File: src/rtl/sbox_pkg.sv
package sbox_pkg;
  localparam int BYTE_W = 8;
  localparam logic [BYTE_W-1:0] FWD_CONST = 8'h63;
  localparam logic [BYTE_W-1:0] INV_CONST = 8'h05;
  localparam logic [BYTE_W-1:0] REDUCE    = 8'h1b;

  function automatic logic [7:0] rotl8(input logic [7:0] v, input int n);
    return (v << n) | (v >> (8 - n));
  endfunction

  function automatic logic [7:0] gf_xtime(input logic [7:0] a);
    return {a[6:0], 1'b0} ^ (a[7] ? REDUCE : 8'h00);
  endfunction

  function automatic logic [7:0] gf_mul(input logic [7:0] a, input logic [7:0] b);
    logic [7:0] acc;
    logic [7:0] p;
    acc = '0;
    p   = a;
    for (int i = 0; i < BYTE_W; i++) begin
      if (b[i]) acc = acc ^ p;
      p = gf_xtime(p);
    end
    return acc;
  endfunction

  function automatic logic [7:0] gf_sq(input logic [7:0] a);
    return gf_mul(a, a);
  endfunction

  function automatic logic [7:0] fwd_affine(input logic [7:0] x);
    return x ^ rotl8(x, 1) ^ rotl8(x, 2) ^ rotl8(x, 3) ^ rotl8(x, 4) ^ FWD_CONST;
  endfunction

  function automatic logic [7:0] inv_affine(input logic [7:0] y);
    return rotl8(y, 1) ^ rotl8(y, 3) ^ rotl8(y, 6) ^ INV_CONST;
  endfunction
endpackage

File: src/rtl/gf_inverter.sv
module gf_inverter
  import sbox_pkg::*;
(
  input  logic [BYTE_W-1:0] op_in,
  output logic [BYTE_W-1:0] op_inv
);
  localparam int NSQ  = BYTE_W - 1;
  localparam int NMUL = NSQ - 1;

  logic [BYTE_W-1:0] sq [NSQ+1];
  logic [BYTE_W-1:0] pr [NMUL];

  assign sq[0] = op_in;

  for (genvar k = 1; k <= NSQ; k++) begin : g_sq
    assign sq[k] = gf_sq(sq[k-1]);
  end

  assign pr[0] = gf_mul(sq[1], sq[2]);
  for (genvar k = 1; k < NMUL; k++) begin : g_mul
    assign pr[k] = gf_mul(pr[k-1], sq[k+2]);
  end

  assign op_inv = pr[NMUL-1];
endmodule

File: src/rtl/sbox_lane.sv
module sbox_lane
  import sbox_pkg::*;
(
  input  logic              inv_sel,
  input  logic [BYTE_W-1:0] byte_in,
  output logic [BYTE_W-1:0] byte_out,
  output logic [BYTE_W-1:0] core_in,
  output logic [BYTE_W-1:0] core_out
);
  assign core_in = inv_sel ? inv_affine(byte_in) : byte_in;

  gf_inverter u_inv (
    .op_in (core_in),
    .op_inv(core_out)
  );

  assign byte_out = inv_sel ? core_out : fwd_affine(core_out);
endmodule

File: src/rtl/sbox_word_unit.sv
module sbox_word_unit
  import sbox_pkg::*;
#(
  parameter int LANES   = 4,
  parameter bit OUT_REG = 1'b1
) (
  input  logic                    clk,
  input  logic                    rst_n,
  input  logic                    inv_sel,
  input  logic [LANES*BYTE_W-1:0] word_in,
  output logic [LANES*BYTE_W-1:0] word_out
);
  localparam int WORD_W = LANES * BYTE_W;

  logic [WORD_W-1:0] comb_word;
  logic [WORD_W-1:0] inv_in_bus;
  logic [WORD_W-1:0] inv_out_bus;

  for (genvar k = 0; k < LANES; k++) begin : g_lane
    sbox_lane u_lane (
      .inv_sel (inv_sel),
      .byte_in (word_in[k*BYTE_W +: BYTE_W]),
      .byte_out(comb_word[k*BYTE_W +: BYTE_W]),
      .core_in (inv_in_bus[k*BYTE_W +: BYTE_W]),
      .core_out(inv_out_bus[k*BYTE_W +: BYTE_W])
    );
  end

  if (OUT_REG) begin : g_reg
    always_ff @(posedge clk) begin
      if (!rst_n) word_out <= '0;
      else        word_out <= comb_word;
    end
  end else begin : g_comb
    assign word_out = comb_word;
  end
endmodule

File: config.mk
export PLATFORM = sky130hd
export DESIGN_NAME = sbox_word_unit
export DESIGN_NICKNAME = d
export VERILOG_FILES = /design/src/rtl/sbox_pkg.sv /design/src/rtl/gf_inverter.sv /design/src/rtl/sbox_lane.sv /design/src/rtl/sbox_word_unit.sv
export SDC_FILE = /design/constraint.sdc
export NUM_CORES = 2
export LEC_CHECK = 0
export BUFFER_PORTS_ARGS = -buffer_cell sky130_fd_sc_hd__clkbuf_2
export CAP_MARGIN = 0
export CORE_MARGIN = 1.5
export CORE_UTILIZATION = 52
export CTS_CLUSTER_DIAMETER = 30
export DETAILED_ROUTE_END_ITERATION = 7
export GPL_TIMING_DRIVEN = 0
export MAX_ROUTING_LAYER = met4
export PLACE_DENSITY = 0.64
export SYNTH_ARGS = -nofsm -noshare
export SYNTH_HDL_FRONTEND = slang
export SYNTH_HIERARCHICAL = 1
export SYNTH_SLANG_ARGS = --single-unit
File: constraint.sdc
create_clock -name clk -period 43.9 [get_ports clk]
set_input_delay 8.78 -clock clk [delete_from_list [all_inputs] [get_ports clk]]
set_output_delay 8.78 -clock clk [all_outputs]
set_load 0.05 [all_outputs]
# Word level (Yosys, flattened, before mapping)
# Index checks and enable logic that the tools add are counted.
# totals
ff_bits,32
input_bits,35
output_inout_bits,32
elab_cells,1521
# op_classes
n_mux,760
n_bitwise,760
# op_table
op,count
$mux 8,424
$xor 8x8->8,388
$xor 8x5->8,336
$mux 5,336
$or 8x1->8,8
$or 8x3->8,8
$or 8x2->8,4
$or 8x4->8,4
$or 8x6->8,4
$not 4->4,4
$not 2->2,4

# Logic depth before layout (Yosys ltp)
# logic_depth
ltp_word,139
mapped_depth,70
depth_no_buf,57

# Modules after synthesis
# Netlist, hierarchy kept.
# modules_own_cells
mod,n_inst,cells_each,area_per_inst_um2,seq_area_each_um2
gf_inverter,4,1985,14518.9,0.0
sbox_lane at g_lane[1].u_lane ...,3,61,485.5,0.0
sbox_word_unit,1,67,895.9,640.6
sbox_lane at g_lane[0].u_lane,1,57,456.7,0.0

# Worst setup path after synthesis
# OpenSTA, ideal clock, no wires.
# synth_timing
kind,in2reg
from,input inv_sel
to,register word_out[16]
setup_time_ns,0.116
t_arrival_ns,23.529
required_ns,43.784
path_slack_ns,20.255
stages,61
n_path_buf,6
cell_sequence,clkbuf_1 mux2_2 ha_1 buf_2 nand2_1 xor2_1 inv_2 buf_1 ha_1 clkbuf_1 inv_1 nor2_1 xnor2_1 xnor2_1 clkinv_1 clkbuf_1 ha_1 xnor2_1 (+25 left out) xnor3_1 nand2_1 xnor3_1 xnor3_1 xor3_2 xnor2_4 xnor3_2 xnor2_2 nand2_1 xnor2_1 o21ai_1 xnor3_1 xor2_1 xnor2_1 xnor2_1 nor2_1 xor2_1 and2_2
# synth_lines
item,line,rtl
"start, declared",sbox_word_unit.sv:9,"input logic inv_sel,"
$mux 8 (*),sbox_lane.sv:10,assign core_in = inv_sel ? inv_affine(byte_in) : byte_in;
named net inv_in_bus[23],sbox_word_unit.sv:16,logic [WORD_W-1:0] inv_in_bus;
$mux 5 or $mux 8 (tied branches),"sbox_pkg.sv:12, sbox_pkg.sv:21",
$xor 8x5->8 or $xor 8x8->8 (tied branches),"sbox_pkg.sv:12, sbox_pkg.sv:21",
$xor 8x8->8 or $mux 8 (tied branches),sbox_pkg.sv:21,if (b[i]) acc = acc ^ p;
$mux 8 or $xor 8x8->8 (tied branches),sbox_pkg.sv:21,
$xor 8x8->8 or $mux 8 (tied branches),sbox_pkg.sv:21,
$mux 8 or $xor 8x8->8 (tied branches),sbox_pkg.sv:21,
(+116 left out),n/a,
$xor 8x8->8,sbox_pkg.sv:21,
$mux 8 (*),sbox_pkg.sv:21,
named net inv_out_bus[20],sbox_word_unit.sv:17,logic [WORD_W-1:0] inv_out_bus;
$or 8x4->8 (*),sbox_pkg.sv:8,return (v << n) | (v >> (8 - n));
$xor 8x8->8 (*),sbox_pkg.sv:32,"return x ^ rotl8(x, 1) ^ rotl8(x, 2) ^ rotl8(x, 3) ^ rotl8(x, 4) ^ FWD_CONST;"
$not 4->4 (no line) (*),n/a,
$mux 8 (*),sbox_lane.sv:17,assign byte_out = inv_sel ? core_out : fwd_affine(core_out);
named net comb_word[16],sbox_word_unit.sv:15,logic [WORD_W-1:0] comb_word;
"end signal, assigned",sbox_word_unit.sv:32,else word_out <= comb_word;
"end, declared",sbox_word_unit.sv:11,output logic [LANES*BYTE_W-1:0] word_out
# Mark *: on every way through the listed nets, which the timed path passes. The rest lies on a longest branch.
# A chain may end at the register's enable or synchronous reset.

# Worst setup path after layout
# layout_timing
from,input inv_sel
to,register word_out[22]
# layout_lines
item,line
$mux 8 (*),sbox_lane.sv:10
named net inv_in_bus[16],sbox_word_unit.sv:16
$mux 8,sbox_pkg.sv:21
$xor 8x8->8,sbox_pkg.sv:21
$mux 8,sbox_pkg.sv:21
$xor 8x8->8,sbox_pkg.sv:21
$mux 8,sbox_pkg.sv:21
$xor 8x8->8,sbox_pkg.sv:21
(+116 left out),n/a
$xor 8x8->8,sbox_pkg.sv:21
$mux 8 (*),sbox_pkg.sv:21
named net inv_out_bus[19],sbox_word_unit.sv:17
$or 8x3->8 (*),sbox_pkg.sv:8
$xor 8x8->8 (*) (2 in series),sbox_pkg.sv:32
$not 4->4 (no line) (*),n/a
$mux 8 (*),sbox_lane.sv:17
named net comb_word[22],sbox_word_unit.sv:15
# Marked as above.

==> results.cfg <==
[yosys]
syn_area_mm2 = 0.06088
yosys_warnings = 6
yosysSeqAreaShare_pct = 1.052
synth_commonest_cells = 1480 x xnor2_1, 1248 x nor2_1, 828 x nand2_1, 476 x a21oi_1, 430 x xor2_1
syn_nets = 8310
ys.flop_type = dfxtp_1
synth_top_area_share_pct = 21.29
async_flop_share_pct = 0
synth_edf_count = 0
yosysMostFrequentCell = xnor2_1
synth_area_leaders = xnor2_1 21%, xnor3_1 9.8%, nor2_1 7.7%, xor2_1 6.2%, nand2_1 5.1%
synthDistinctLibCells = 102
avgSynthCellArea_um2 = 7.383
syn_inst = 8247
yosys.area.top_type = xnor2_1
ys_ff_latch = 32

[sta]
max_slew_margin_pct = 11.16
fin_setup_tns_ns = 0
max_slew.worst_pin.slew_ns = 1.323
maxSlewViolCount = 0
finalWorstSetupSlack_ns = 15.55
hold_viol_final = 0
fmax_mhz = 35.27
fin_crit_ns = 28.35
finalCritPeriodShare_pct = 64.58
setup_violations = 0
rsz0062_at_grt = no

[flow_run]
drv_cap = 0

[critical_path]
cpMaxStageDelayCell = xnor2_1
cp_max_fo = 10
worstSetupStartpointType = primary input
endpoint_kind = flop
cpPeakStageDelay_ns = 0.93
path_class = primary input to flop
worst_ep_arrival_time_ns = 28.57
worstPathRequired_ns = 44.12
cp_common_cell = xnor2_1

[clock_network]
clock_path_buffers = 2
cts_tree = yes
cts-hold-fix-buffers = 0
cts.sinks = 32
numCtsBuffers = 5
postCtsSetupBuffers = 0
cts_root_buf = clkbuf_16
clkSlewWorstSetupHoldPaths_ns = 0.05
htree_num_levels = 2
post_cts_resize_count = 0

[cells_and_area]
layout_top_registers = word_out (32)
top_register = word_out
drive_gt1_share_pct = 9.784
nets = 8383
instances_no_fill = 9848
syn_to_final_growth_pct = 3.972
largest_reg_flops = 32

[placement]
hpwl_um = 148200
port_buffers = 65
gp_congestion = 0.9798
dpl.cell_count = 9836
place_worst_setup_slack_ns = 15.58

[route]
avgRoutedWirePerCell_um = 19.42
drcViolationCount = 0
ant_nets = 0
vias = 59900
dr.pass1.iters = 8
wl_um = 191200
via_per_inst = 6.083
dr.first_iter.drc_count = 5850

[hold_path]
hold_class = primary input to flop

[floorplan]
die_h_um = 345.2
die_area_mm2 = 0.1191
io_pins = 67
die_x_um = 345.2
core-area_mm2 = 0.1162
floorplan.initialDensity_pct = 52.39
rows = 125

[global_routing]
track_usage_pct = 31.73
antenna_found_initial = 2
grt_pass1_wl_um = 309300
grt_overflow = 0
grt_max_degree = 11
grt_pass1_vias = 56440

[outcome]
status = finished, final reports clean
==> metal layers <==
| layer | GRT usage, % | routed length (um) | vias to the layer above |
|---|---|---|---|
| li1 | - | - | 28720 |
| met1 | 43.37 | 85250 | 28430 |
| met2 | 51.39 | 88810 | 2447 |
| met3 | 1.702 | 12730 | 301 |
| met4 | 7.441 | 4438 | 0 |
| met5 | - | 0 | - |
==> stage by stage <==
stage	instance area (um2)	hold WS [ns]	utilization, %
global placement	63120	9.071	54.31
floorplan	60880	8.916	-
global route	63300	8.807	54.48
detailed placement	63120	9.078	54.32
finish	63300	8.787	54.48
CTS	63280	8.791	54.45
==> logic make-up (layout without fill, tap and decap cells) <==
group / count (synthesis) / in the layout / synth area share [%]
fa+ha+maj: 28 / 28 / 0.5754
xor+xnor: 2506 / 2506 / 48.17
simple gates: 3060 / 3060 / 22.57
compound gates: 1712 / 1712 / 18.35
mux: 268 / 268 / 4.579
buf+inv: 641 / 714 / 4.700
other cells: 0 / 4 / 0
flops: 32 / 32 / 1.052
==> area by class of cell <==
| cell class | instances | area, um2 |
|---|---|---|
| clock buffers | 7 | 152.6 |
| diodes | 4 | 10.01 |
| well taps | 1524 | 1907 |
| repair buffers | 66 | 330.3 |
| inverters | 92 | 345.3 |
| fillers | 11330 | 52900 |
| plain buffers | 549 | 2516 |
| multi-input cells | 7574 | 57400 |
| flip-flops and latches | 32 | 640.6 |
==> placed cells by master (no fill, tap or decap), types with 32 or more instances in the layout <==
| master | count |
|---|---|
| o211ai_1 | 44 |
| xnor2_1 | 1480 |
| and2_1 | 48 |
| xor2_1 | 430 |
| mux2i_1 | 196 |
| mux2_2 | 64 |
| nand2_1 | 828 |
| buf_2 | 137 |
| and3_1 | 88 |
| o22ai_1 | 128 |
| o21a_1 | 32 |
| or3_1 | 72 |
| inv_1 | 80 |
| nand3_1 | 152 |
| nor4_1 | 32 |
| xor2_2 | 56 |
| o21ai_0 | 316 |
| a21oi_1 | 476 |
| o21ai_1 | 72 |
| or2_2 | 36 |
| clkbuf_1 | 315 |
| xnor3_1 | 264 |
| dfxtp_1 | 32 |
| and2_2 | 32 |
| buf_1 | 32 |
| o31ai_1 | 48 |
| nor2_1 | 1248 |
| a22oi_1 | 56 |
| nor2b_1 | 60 |
| xnor2_2 | 140 |
| xnor2_4 | 52 |
| buf_4 | 48 |
| a211oi_1 | 76 |
| clkbuf_2 | 68 |
| nor3_1 | 272 |
| a31oi_1 | 76 |
| xnor3_2 | 40 |
==> final timing paths <==
path  startpoint                       to  cells past startpoint
min        rst_n  word_out[29]$_SDFF_PN0_                      2
max      inv_sel  word_out[22]$_SDFF_PN0_                     61
==> worst max-delay path, delay by kind of cell <==
| family | cells | cell delay (ns) |
|---|---|---|
| muxes | 2 | 0.45 |
| and+or+nand+nor | 12 | 2.40 |
| AOI/OAI and AO/OA | 11 | 2.91 |
| xor gates and xnor gates | 14 | 6.04 |
| adders and majority gates | 6 | 2.14 |
| buffers and inverters | 16 | 5.81 |
Power is left out: the tool's default activity adds up to more than one toggle a clock period on the data nets, which glitch-free logic cannot reach.
